File: src/rtl/dac_dbuf_pkg.sv
package dac_dbuf_pkg;

  typedef enum logic [1:0] {
    MODE_AUTO   = 2'd0,
    MODE_WRXFER = 2'd1,
    MODE_EXT    = 2'd2,
    MODE_EXT_B  = 2'd3
  } xfer_mode_e;

  typedef struct packed {
    logic loadAll;   // wide write into the whole staging latch
    logic loadLow;   // byte write into the low bits only
    logic xferNew;   // transfer the word as updated this cycle
    logic xferOld;   // transfer the word held before this cycle
  } dbuf_strobe_t;

endpackage

File: src/rtl/dac_dbuf_ctrl.sv
module dac_dbuf_ctrl
  import dac_dbuf_pkg::*;
(
  input  logic         clk,
  input  logic         rstN,
  input  logic         chipSel,
  input  logic         wrStrobe,
  input  logic         byteSel,
  input  logic         xferCtl,
  input  logic [1:0]   xferMode,
  output dbuf_strobe_t strb
);

  xfer_mode_e modeSel;
  logic       wrEn;

  assign modeSel = xfer_mode_e'(xferMode);
  assign wrEn    = chipSel & wrStrobe;

  always_comb begin
    strb         = '0;
    strb.loadAll = wrEn & byteSel;
    strb.loadLow = wrEn & ~byteSel;
    unique case (modeSel)
      MODE_AUTO:   strb.xferNew = wrEn & ~byteSel;
      MODE_WRXFER: strb.xferOld = wrStrobe & xferCtl;
      default:     strb.xferOld = xferCtl;
    endcase
  end

  // only a low-byte write in automatic mode may carry a fresh-word transfer
  assert_auto_only_R5: assert property (@(posedge clk) disable iff (!rstN)
    strb.xferNew |-> (xferMode == 2'd0 && chipSel && wrStrobe && !byteSel));

  // write-strobe mode transfers need both strobe and control
  assert_wrxfer_needs_both_R6: assert property (@(posedge clk) disable iff (!rstN)
    (xferMode == 2'd1 && strb.xferOld) |-> (wrStrobe && xferCtl));

  // external mode never transfers from a write alone
  assert_ext_no_write_xfer_R7: assert property (@(posedge clk) disable iff (!rstN)
    (xferMode[1] && (strb.xferNew || strb.xferOld)) |-> (strb.xferOld && xferCtl));

  assert_single_xfer_kind_R9: assert property (@(posedge clk) disable iff (!rstN)
    $onehot0({strb.xferNew, strb.xferOld}));

endmodule

File: src/rtl/dac_dbuf_datapath.sv
module dac_dbuf_datapath
  import dac_dbuf_pkg::*;
#(
  parameter int CODE_W    = 10,
  parameter int BUS_W     = 16,
  parameter int LSB_W     = 2,
  parameter bit LEFT_JUST = 1'b1
) (
  input  logic              clk,
  input  logic              rstN,
  input  logic [BUS_W-1:0]  dataBus,
  input  dbuf_strobe_t      strb,
  output logic [CODE_W-1:0] dacCode,
  output logic              updPulse
);

  localparam int MSB_W = CODE_W - LSB_W;

  logic [CODE_W-1:0] codeField;
  logic [CODE_W-1:0] stageLatch;
  logic [CODE_W-1:0] stageNext;
  logic              unusedBus;

  generate
    if (LEFT_JUST) begin : g_left
      assign codeField = dataBus[BUS_W-1 -: CODE_W];
    end else begin : g_right
      assign codeField = dataBus[CODE_W-1:0];
    end
  endgenerate

  assign unusedBus = ^dataBus;

  always_comb begin
    stageNext = stageLatch;
    if (strb.loadAll)
      stageNext = codeField;
    else if (strb.loadLow)
      stageNext = {stageLatch[CODE_W-1 -: MSB_W], codeField[LSB_W-1:0]};
  end

  always_ff @(posedge clk) begin
    if (!rstN) begin
      stageLatch <= '0;
      dacCode    <= '0;
      updPulse   <= 1'b0;
    end else begin
      stageLatch <= stageNext;
      updPulse   <= strb.xferNew | strb.xferOld;
      if (strb.xferNew)
        dacCode <= stageNext;
      else if (strb.xferOld)
        dacCode <= stageLatch;
    end
  end

  // output holds when no transfer happened
  assert_dac_hold_R8: assert property (@(posedge clk) disable iff (!rstN)
    !(strb.xferNew || strb.xferOld) |=> $stable(dacCode));

  // pulse tracks transfer events one cycle later
  assert_pulse_on_xfer_R9: assert property (@(posedge clk) disable iff (!rstN)
    (strb.xferNew || strb.xferOld) |=> updPulse);
  assert_pulse_quiet_R9: assert property (@(posedge clk) disable iff (!rstN)
    !(strb.xferNew || strb.xferOld) |=> !updPulse);

  // an old-word transfer copies the latch held before the edge
  assert_old_copy_R7: assert property (@(posedge clk) disable iff (!rstN)
    strb.xferOld |=> (dacCode == $past(stageLatch)));

  // a low byte write leaves the upper latch bits alone
  assert_low_keeps_high_R4: assert property (@(posedge clk) disable iff (!rstN)
    (strb.loadLow && !strb.loadAll) |=>
      (stageLatch[CODE_W-1 -: MSB_W] == $past(stageLatch[CODE_W-1 -: MSB_W])));

endmodule

File: src/rtl/dac_dbuf_top.sv
module dac_dbuf_top
  import dac_dbuf_pkg::*;
#(
  parameter int CODE_W    = 10,
  parameter int BUS_W     = 16,
  parameter int LSB_W     = 2,
  parameter bit LEFT_JUST = 1'b1
) (
  input  logic              clk,
  input  logic              rstN,
  input  logic [BUS_W-1:0]  dataBus,
  input  logic              chipSel,
  input  logic              wrStrobe,
  input  logic              byteSel,
  input  logic              xferCtl,
  input  logic [1:0]        xferMode,
  output logic [CODE_W-1:0] dacCode,
  output logic              updPulse
);

  dbuf_strobe_t strb;

  dac_dbuf_ctrl u_ctrl (
    .clk      (clk),
    .rstN     (rstN),
    .chipSel  (chipSel),
    .wrStrobe (wrStrobe),
    .byteSel  (byteSel),
    .xferCtl  (xferCtl),
    .xferMode (xferMode),
    .strb     (strb)
  );

  dac_dbuf_datapath #(
    .CODE_W    (CODE_W),
    .BUS_W     (BUS_W),
    .LSB_W     (LSB_W),
    .LEFT_JUST (LEFT_JUST)
  ) u_dp (
    .clk      (clk),
    .rstN     (rstN),
    .dataBus  (dataBus),
    .strb     (strb),
    .dacCode  (dacCode),
    .updPulse (updPulse)
  );

endmodule

File: config.mk
export PLATFORM = sky130hd
export DESIGN_NAME = dac_dbuf_top
export DESIGN_NICKNAME = d
export VERILOG_FILES = /design/src/rtl/dac_dbuf_pkg.sv /design/src/rtl/dac_dbuf_ctrl.sv /design/src/rtl/dac_dbuf_datapath.sv /design/src/rtl/dac_dbuf_top.sv
export SDC_FILE = /design/constraint.sdc
export NUM_CORES = 1
export LEC_CHECK = 0
export BUFFER_PORTS_ARGS = -buffer_cell sky130_fd_sc_hd__buf_4
export CORE_UTILIZATION = 46
export DETAILED_ROUTE_END_ITERATION = 12
export PLACE_DENSITY = 0.87
export SETUP_SLACK_MARGIN = 0.02
export SLEW_MARGIN = 20
export SYNTH_ARGS = -nofsm -noshare
export SYNTH_HDL_FRONTEND = slang
export SYNTH_HIERARCHICAL = 1
export SYNTH_SLANG_ARGS = --single-unit
File: constraint.sdc
create_clock -name clk -period 1.4 [get_ports clk]
set_clock_uncertainty 0.2 [all_clocks]
set_input_delay 0.14 -clock clk [delete_from_list [all_inputs] [get_ports clk]]
set_output_delay 0.14 -clock clk [all_outputs]
set_load 0.03 [all_outputs]
==> results.json, run 1 <==
{
  "cts_root_buffer": "clkbuf_4",
  "antenna_cells": 0,
  "dpl_cell_area_sq_mm": 0.00117,
  "final.setup.tns_ns": 0,
  "die_area_sq_mm": 0.00214,
  "numCtsBuffers": 3,
  "synth_area_sq_um": 901,
  "p_clk_share_pct": 25.7,
  "setup_violations": 0,
  "power_frac_seq_pct": 56.4,
  "drive_above_1_share_pct": 42.7,
  "path_common_cell": "buf_4",
  "end_kind": "flop",
  "grt_start_max_net_pins": 15,
  "cts.sinks": 21,
  "crit_type": "in2reg",
  "worstPathArrival_ns": 1.27,
  "path_clk_slew_ns": 0.11,
  "syn_to_final_growth_pct": 45.6,
  "p_sw_share_pct": 24.1,
  "synth_top_cell_area_share_pct": 46.7,
  "report.final.slew_viol_count": 0,
  "hpwlAfterDp_um": 1440,
  "ys_warn_count": 6,
  "drt_iter0_markers": 3,
  "postSynthAreaPerCell_sq_um": 11.7,
  "power_w": 0.00111,
  "path_cells": "dlygate4sd3_1 -> buf_4 -> nand2b_1 -> buf_4 -> o2bb2ai_1",
  "grt_pass1_wl_um": 3040,
  "seq_area_sq_um": 420,
  "core_area_sq_mm": 0.00178,
  "routedWlPerCell_um": 13.2,
  "grt_antenna_before_repair": 0,
  "yosysSeqAreaShare_pct": 46.7,
  "detail-route-antenna-nets": 0,
  "grt_overflow": 0,
  "wirelength_um": 1970,
  "rsz0062_at_grt": "no",
  "worst_slew_pin_slew_ns": 0.365,
  "ys_seq_elements": 21,
  "design_area_sq_mm": 0.00131,
  "postCtsSetupRepairBufs": 0,
  "cts_tree": "yes",
  "die_h_um": 46.3,
  "clkLatencyLatePin_ns": 0.30,
  "min_path_type": "in2reg",
  "place_congestion": 0.673,
  "period_share_pct": 88.5,
  "worstPathMaxFanout": 14,
  "htreeDepth": 1,
  "synth_nets": 101,
  "multi_input_area_sq_um": 445,
  "yosysTopAreaCell": "dfxtp_1",
  "final_cell_mix": "buf_4, dfxtp_1, mux2i_1, dlygate4sd3_1",
  "final_common_cell": "buf_4",
  "p_per_area_mw_per_mm2": 844,
  "dr.pass1.iters": 4,
  "grt_use_total_pct": 19.9,
  "cp.required_ns": 1.43,
  "cp_top_family": "buffers and inverters",
  "slew_headroom_pct": 75.5,
  "netlist_top_cells_area": "dfxtp_1, mux2i_1, nor2b_2",
  "fin_nets": 149,
  "drv_cap": 0,
  "post-route-util_pct": 73.5,
  "layout_min_cycle_time_ns": 1.24,
  "pwr-share-comb_pct": 17.9,
  "p_int_w": 0.000840,
  "via_per_inst": 5.01,
  "cts_buffer_depth": 2,
  "num_vias": 747,
  "synthCells": 77,
  "max_freq_mhz": 807,
  "ir_worst_vdd_mv": 0.724,
  "crit_path_start_kind": "input port",
  "p_sw_w": 0.000266,
  "grt_pass1_vias": 735,
  "start_util_pct": 50.5,
  "drc": 0,
  "n_fill_cell": 128,
  "finalHoldViolCount": 0,
  "rows": 15,
  "port_buffers": 28,
  "cp_num_buf_inv": 3,
  "slowest_stage": "dlygate4sd3_1",
  "synth_cell_types": 20,
  "leakage_nw": 0.556,
  "io_pins": 35,
  "die_w_um": 46.3,
  "outcome": "complete, no violations",
  "crit_path_max_incr_delay_ns": 0.53
}
-- worst register-to-register path: stages, from the launching register on --
cell and delay, ns:
dfxtp_1 0.33, mux2_2 0.25, o21ai_0 0.16, a21oi_1 0.06
-- power by group through the flow --
| stage | Sequential [W] | Combinational (W) | Clock [W] |
|---|---|---|---|
| 2_1_floorplan | 0.000651 | 0.0000825 | 0 |
| 3_3_place_gp | 0.000637 | 0.000167 | 0 |
| 3_5_place_dp | 0.000638 | 0.000172 | 0 |
| 4_1_cts | 0.000624 | 0.000197 | 0.000291 |
| 5_1_grt | 0.000626 | 0.000210 | 0.000312 |
| 6_report | 0.000624 | 0.000198 | 0.000284 |
-- through the flow --
step / worst slack [ns] / cells / hold slack [ns]
after global placement: -0.0319 / 134 / 0.222
after floorplan: 0.0897 / 77 / 0.0953
after CTS: 0.158 / 149 / 0.0764
final: 0.161 / 149 / 0.0847
after global routing: 0.132 / 149 / 0.0791
after detailed placement: -0.0341 / 134 / 0.239
-- worst paths after layout --
| check | endpoint | cells after the start | start | slack [ns] |
|---|---|---|---|---|
| max reg2reg | u_dp/dacCode[0] | 3 | u_dp/stageLatch[0] | 0.29 |
| min | u_dp/dacCode[6] | 4 | xferMode[0] | 0.08 |
| max | u_dp/dacCode[3] | 5 | rstN | 0.16 |
| min reg2reg | u_dp/dacCode[6] | 2 | u_dp/stageLatch[6] | 0.36 |
-- registers in the layout, indices dropped and copies added, names as in the netlist --
register / flops
u_dp/dacCode: 10
u_dp/updPulse: 1
u_dp/stageLatch: 10
-- metal layers --
metal	routed length, um	share of wire, %	track usage (%)	vias to the layer above
li1	-	-	-	373
met1	894	45	24.2	349
met2	978	50	35.2	25
met3	96	4.9	2.75	0
met4	0	0	7.06	0
met5	0	0	0	-
-- cell type report --
| class | count | area share, % |
|---|---|---|
| timing repair buffer | 48 | 29.6 |
| tap | 25 | 2.39 |
| sequential | 21 | 32.1 |
| clock buffer | 4 | 2.00 |
| multi-input combinational | 51 | 34.0 |
-- logic make-up after synthesis --
logic type / share of synthesized area [%]
compound gates: 11.8
buf+inv: 3.89
flops: 46.7
mux: 22.9
simple gates: 14.7
-- cell usage after synthesis (all sizes together) --
| master | number |
|---|---|
| buf | 3 |
| o21ai | 2 |
| nor2b | 11 |
| a21oi | 3 |
| nand2b | 1 |
| nor4 | 1 |
| o2bb2ai | 8 |
| mux2 | 2 |
| nand2 | 1 |
| clkbuf | 2 |
| and3 | 1 |
| o21a | 1 |
| nor2 | 2 |
| mux2i | 18 |
| dfxtp | 21 |
-- timing repair --
item                                   4_1_cts  5_1_grt
gates resized for setup                      0        0
endpoints found under the hold margin       13        0
hold buffers                                11        0
Note: power is estimated with default switching activity, not from simulation.
==> inputs of run 2 (changes only) <==
BUFFER_PORTS_ARGS = -buffer_cell sky130_fd_sc_hd__buf_2   (was -buffer_cell sky130_fd_sc_hd__buf_4)
==> run 2 against run 1 <==
  * The run now ends with hold timing left
  * First-iteration DRC count grew 100%
  * Via count shrank 2.8%
  * Register-to-register slack lost 0.03 ns
  * Final cell count is the same
  * Die area is the same
  * Fmax shrank 2.8%
  * Hold slack lost 0.12 ns
  * Utilization shrank 3.9 points
==> results.json, run 2 (synthesis results as in run 1) <==
{
  "io_pins": 35,
  "grt_pass1_vias": 636,
  "path_clk_slew_ns": 0.11,
  "grt_pass1_wl_um": 2640,
  "worstPathArrival_ns": 1.30,
  "hold_ws_ns": -0.0314,
  "violations": "hold timing",
  "drive_above_1_share_pct": 42.7,
  "min_to": "u_dp/dacCode[0]",
  "worstHoldStart": "xferMode[0]",
  "cts.sinks": 21,
  "drv_cap": 0,
  "r2r_end": "u_dp/dacCode[0]",
  "outcome": "complete, but fails checks",
  "reg2reg_from": "u_dp/stageLatch[0]",
  "final_common_cell": "buf_2",
  "cp.required_ns": 1.42,
  "clkLatencyLatePin_ns": 0.29,
  "wirelength_um": 1800,
  "numCtsBuffers": 3,
  "antenna_cells": 0,
  "final.setup.tns_ns": 0,
  "htreeDepth": 1,
  "wl_met3_um": 69,
  "worst_slew_pin_slew_ns": 0.468,
  "reg_top3": "u_dp/dacCode x10, u_dp/stageLatch x10, u_dp/updPulse x1",
  "postCtsSetupRepairBufs": 0,
  "cts_buffer_depth": 2,
  "hpwlAfterDp_um": 1290,
  "drt_iter0_markers": 6,
  "cts_root_buffer": "clkbuf_4",
  "n_fill_cell": 137,
  "die_h_um": 46.3,
  "via_per_inst": 4.87,
  "setup_ws_ns": 0.126,
  "num_vias": 726,
  "end_kind": "flop",
  "detail-route-antenna-nets": 0,
  "period_share_pct": 91.0,
  "seq_area_sq_um": 420,
  "worstPathMaxFanout": 14,
  "die_w_um": 46.3,
  "whs_path_depth": 3,
  "syn_to_final_growth_pct": 37.8,
  "setup_violations": 0,
  "max_freq_mhz": 785,
  "ff2ff_setup_slack_ns": 0.26,
  "core_area_sq_mm": 0.00178,
  "report.final.slew_viol_count": 0,
  "ir_worst_vdd_mv": 0.985,
  "fin_nets": 149,
  "layout_min_cycle_time_ns": 1.27,
  "grt_start_max_net_pins": 15,
  "start_util_pct": 50.5,
  "crit_path_start_kind": "input port",
  "rsz0062_at_grt": "no",
  "finalHoldViolCount": 1,
  "hold_buffers": 11,
  "slew_headroom_pct": 68.6,
  "highest_layer": "met3",
  "leakage_nw": 0.542,
  "min_path_type": "in2reg",
  "dp_slack_ns": -0.0640,
  "crit_type": "in2reg",
  "ff2ff_path_depth": 3,
  "grt_antenna_before_repair": 0,
  "grt_overflow": 0,
  "cts_tree": "yes",
  "p_per_area_mw_per_mm2": 870,
  "routedWlPerCell_um": 12.1,
  "rows": 15,
  "final_cell_mix": "buf_2, dfxtp_1, mux2i_1, dlygate4sd3_1, buf_4",
  "place_congestion": 0.728,
  "drc": 0,
  "route.met2.wl_um": 874,
  "dr.pass1.iters": 4,
  "multi_input_area_sq_um": 445,
  "die_area_sq_mm": 0.00214,
  "grt_use_total_pct": 17.1,
  "post_cts_resized": 0,
  "port_buffers": 28,
  "wl_met1_um": 859
}
run 2: cell types whose count changed in the layout (fill, tap and decap cells not counted):
cell / previous run / this run
buf_4: 37 / 9
buf_2: 0 / 28
run 2: how the worst max path moves through the flow:
| stage | start | end |
|---|---|---|
| floorplan | xferMode[0] | u_dp/dacCode[2] |
| global placement | wrStrobe | u_dp/dacCode[1] |
| detailed placement | xferMode[0] | u_dp/dacCode[0] |
| CTS | rstN | u_dp/dacCode[3] |
| global route | rstN | u_dp/dacCode[4] |
| finish | rstN | u_dp/dacCode[3] |
run 2: metrics by stage:
step | std cells | instance area, sq um | power, W | util [%]
3_3_place_gp | 134 | 1100 | 0.000786 | 62.0
4_1_cts | 149 | 1240 | 0.00108 | 69.6
3_5_place_dp | 134 | 1100 | 0.000791 | 62.0
2_1_floorplan | 77 | 901 | 0.000734 | -
6_report | 149 | 1240 | 0.00108 | 69.6
5_1_grt | 149 | 1240 | 0.00112 | 69.6
run 2: worst max-delay path, cell delays in order:
cell           delay, ns
dlygate4sd3_1       0.52
buf_2               0.24
nand2b_1            0.11
buf_4               0.16
o2bb2ai_1           0.12
run 2: final cells by class:
cell class	instances	area share [%]
timing repair buffer	48	25.6
multi-input combinational	51	35.9
sequential	21	33.9
tap	25	2.52
clock buffer	4	2.12
run 2: report_power, final:
group          leakage, nW  switching (W)  total, W  internal [W]
Combinational        0.357      0.0000823  0.000179     0.0000962
Sequential           0.170     0.00000769  0.000623      0.000616
Clock               0.0150       0.000167  0.000278      0.000111
Total                0.542       0.000257   0.00108      0.000822
run 2: metal layers:
metal,track usage [%],up-vias
met5,0,-
met4,1.76,0
met3,2.75,0
met2,29.6,19
met1,23.1,338
li1,-,369
==> inputs of run 3 (changes only) <==
ABC_CLOCK_PERIOD_IN_PS = 1400   (was unset)
CORE_UTILIZATION = 35   (was 46)
MAX_ROUTING_LAYER = met4   (was unset)
PLACE_DENSITY = 0.72   (was 0.87)
==> run 3 against run 2 <==
  * The flow now finishes without violations
  * Worst setup slack improved by 0.020 ns
  * Utilization is 19 points lower
  * Cell area grew 0.81%
  * Highest routed layer is now met4
  * Sequential share of layout area fell by 0.27 points
  * Sequential cell count stayed put
  * Via count down 0.96%
==> results.json, run 3 (synthesis results as in run 1) <==
{
  "period_share_pct": 89.6,
  "crit_path_max_incr_delay_ns": 0.52,
  "crit_type": "in2reg",
  "rows": 18,
  "numCtsBuffers": 3,
  "wl_met3_um": 74,
  "ir_worst_vdd_mv": 0.625,
  "layout_min_cycle_time_ns": 1.25,
  "worstPathMaxFanout": 14,
  "crit_path_start_kind": "input port",
  "detail-route-antenna-nets": 0,
  "grt_start_max_net_pins": 15,
  "grt_antenna_before_repair": 0,
  "max_freq_mhz": 797,
  "syn_to_final_growth_pct": 38.9,
  "report.final.slew_viol_count": 0,
  "cts_tree": "yes",
  "cts.sinks": 21,
  "grt_pass1_vias": 666,
  "routedWlPerCell_um": 11.5,
  "reg_top3": "u_dp/dacCode x10, u_dp/stageLatch x10, u_dp/updPulse x1",
  "route.met2.wl_um": 897,
  "clkLatencyLatePin_ns": 0.30,
  "leakage_nw": 0.541,
  "path_cells": "dlygate4sd3_1 -> buf_2 -> nand2b_1 -> buf_4 -> o2bb2ai_1",
  "final_cell_mix": "buf_2, dfxtp_1, mux2i_1, dlygate4sd3_1, buf_4",
  "post_cts_resized": 0,
  "worstPathArrival_ns": 1.29,
  "postCtsSetupRepairBufs": 0,
  "path_clk_slew_ns": 0.12,
  "port_buffers": 28,
  "drive_above_1_share_pct": 43.5,
  "num_vias": 719,
  "htreeDepth": 1,
  "outcome": "complete, no violations",
  "slew_headroom_pct": 76.8,
  "cts_root_buffer": "clkbuf_4",
  "hpwlAfterDp_um": 1300,
  "via_per_inst": 4.67,
  "cts_buffer_depth": 2,
  "wirelength_um": 1780,
  "final_common_cell": "buf_2",
  "min_path_type": "in2reg",
  "setup_violations": 0,
  "die_w_um": 52.7,
  "grt_overflow": 0,
  "drv_cap": 0,
  "final.setup.tns_ns": 0,
  "io_pins": 35,
  "wl_met1_um": 796,
  "worst_slew_pin_slew_ns": 0.345,
  "highest_layer": "met4",
  "antenna_cells": 0,
  "grt_use_total_pct": 15.6,
  "post-route-util_pct": 51.0,
  "p_per_area_mw_per_mm2": 872,
  "rsz0062_at_grt": "no",
  "die_h_um": 52.7,
  "start_util_pct": 36.7,
  "die_area_sq_mm": 0.00278,
  "core_area_sq_mm": 0.00245,
  "end_kind": "flop",
  "drt_iter0_markers": 0,
  "finalHoldViolCount": 0,
  "drc": 0,
  "hold_buffers": 11,
  "place_congestion": 0.673,
  "dr.pass1.iters": 1,
  "slowest_stage": "dlygate4sd3_1",
  "fin_nets": 149,
  "grt_pass1_wl_um": 2930,
  "cp.required_ns": 1.44
}
-- run 3: cell types whose count changed in the layout (fill, tap and decap cells not counted) --
| cell | change |
|---|---|
| clkinvlp_4 | +1 |
| clkbuf_1 | -1 |
-- run 3: critical path: cells and delay by family --
family | cells | cell delay (ns)
compound gates | 1 | 0.13
buf+inv | 3 | 0.92
simple gates | 1 | 0.11
-- run 3: final timing paths --
path,end,cells after the start,slack (ns),from
worst max-delay path,u_dp/dacCode[5],5,0.15,rstN
worst min-delay path,u_dp/dacCode[7],4,0.08,xferMode[0]
worst max register to register,u_dp/dacCode[0],3,0.33,u_dp/stageLatch[0]
worst min register to register,u_dp/dacCode[7],2,0.35,u_dp/dacCode[7]
-- run 3: final cells by class --
type,count,area (sq um)
Clock buffer,3,22.5
Clock inverter,1,7.51
Fill cell,230,1200
Multi-Input combinational cell,51,445
Sequential cell,21,420
Tap cell,30,37.5
Timing Repair Buffer,48,318
-- run 3: power breakdown --
part	switching, W	internal [W]
logic	0.0000803	0.0000961
registers	0.00000805	0.000616
clock network	0.000183	0.000109
total	0.000271	0.000821
-- run 3: per-layer routing --
layer,up-vias,global-route usage [%]
li1,368,-
met2,17,25.1
met4,0,7.89
met1,332,18.0
met5,-,-
met3,2,3.48
-- run 3: per-stage QoR --
stage / area (sq um) / cells / hold WS, ns / power, W / setup WS, ns
after global placement: 1110 / 139 / 0.220 / 0.000788 / -0.0534
after global routing: 1250 / 154 / 0.0604 / 0.00116 / 0.0934
final: 1250 / 154 / 0.0795 / 0.00109 / 0.146
after floorplan: 901 / 77 / 0.0953 / 0.000734 / 0.0897
after CTS: 1250 / 154 / 0.0677 / 0.00112 / 0.150
after detailed placement: 1110 / 139 / 0.230 / 0.000791 / -0.0360
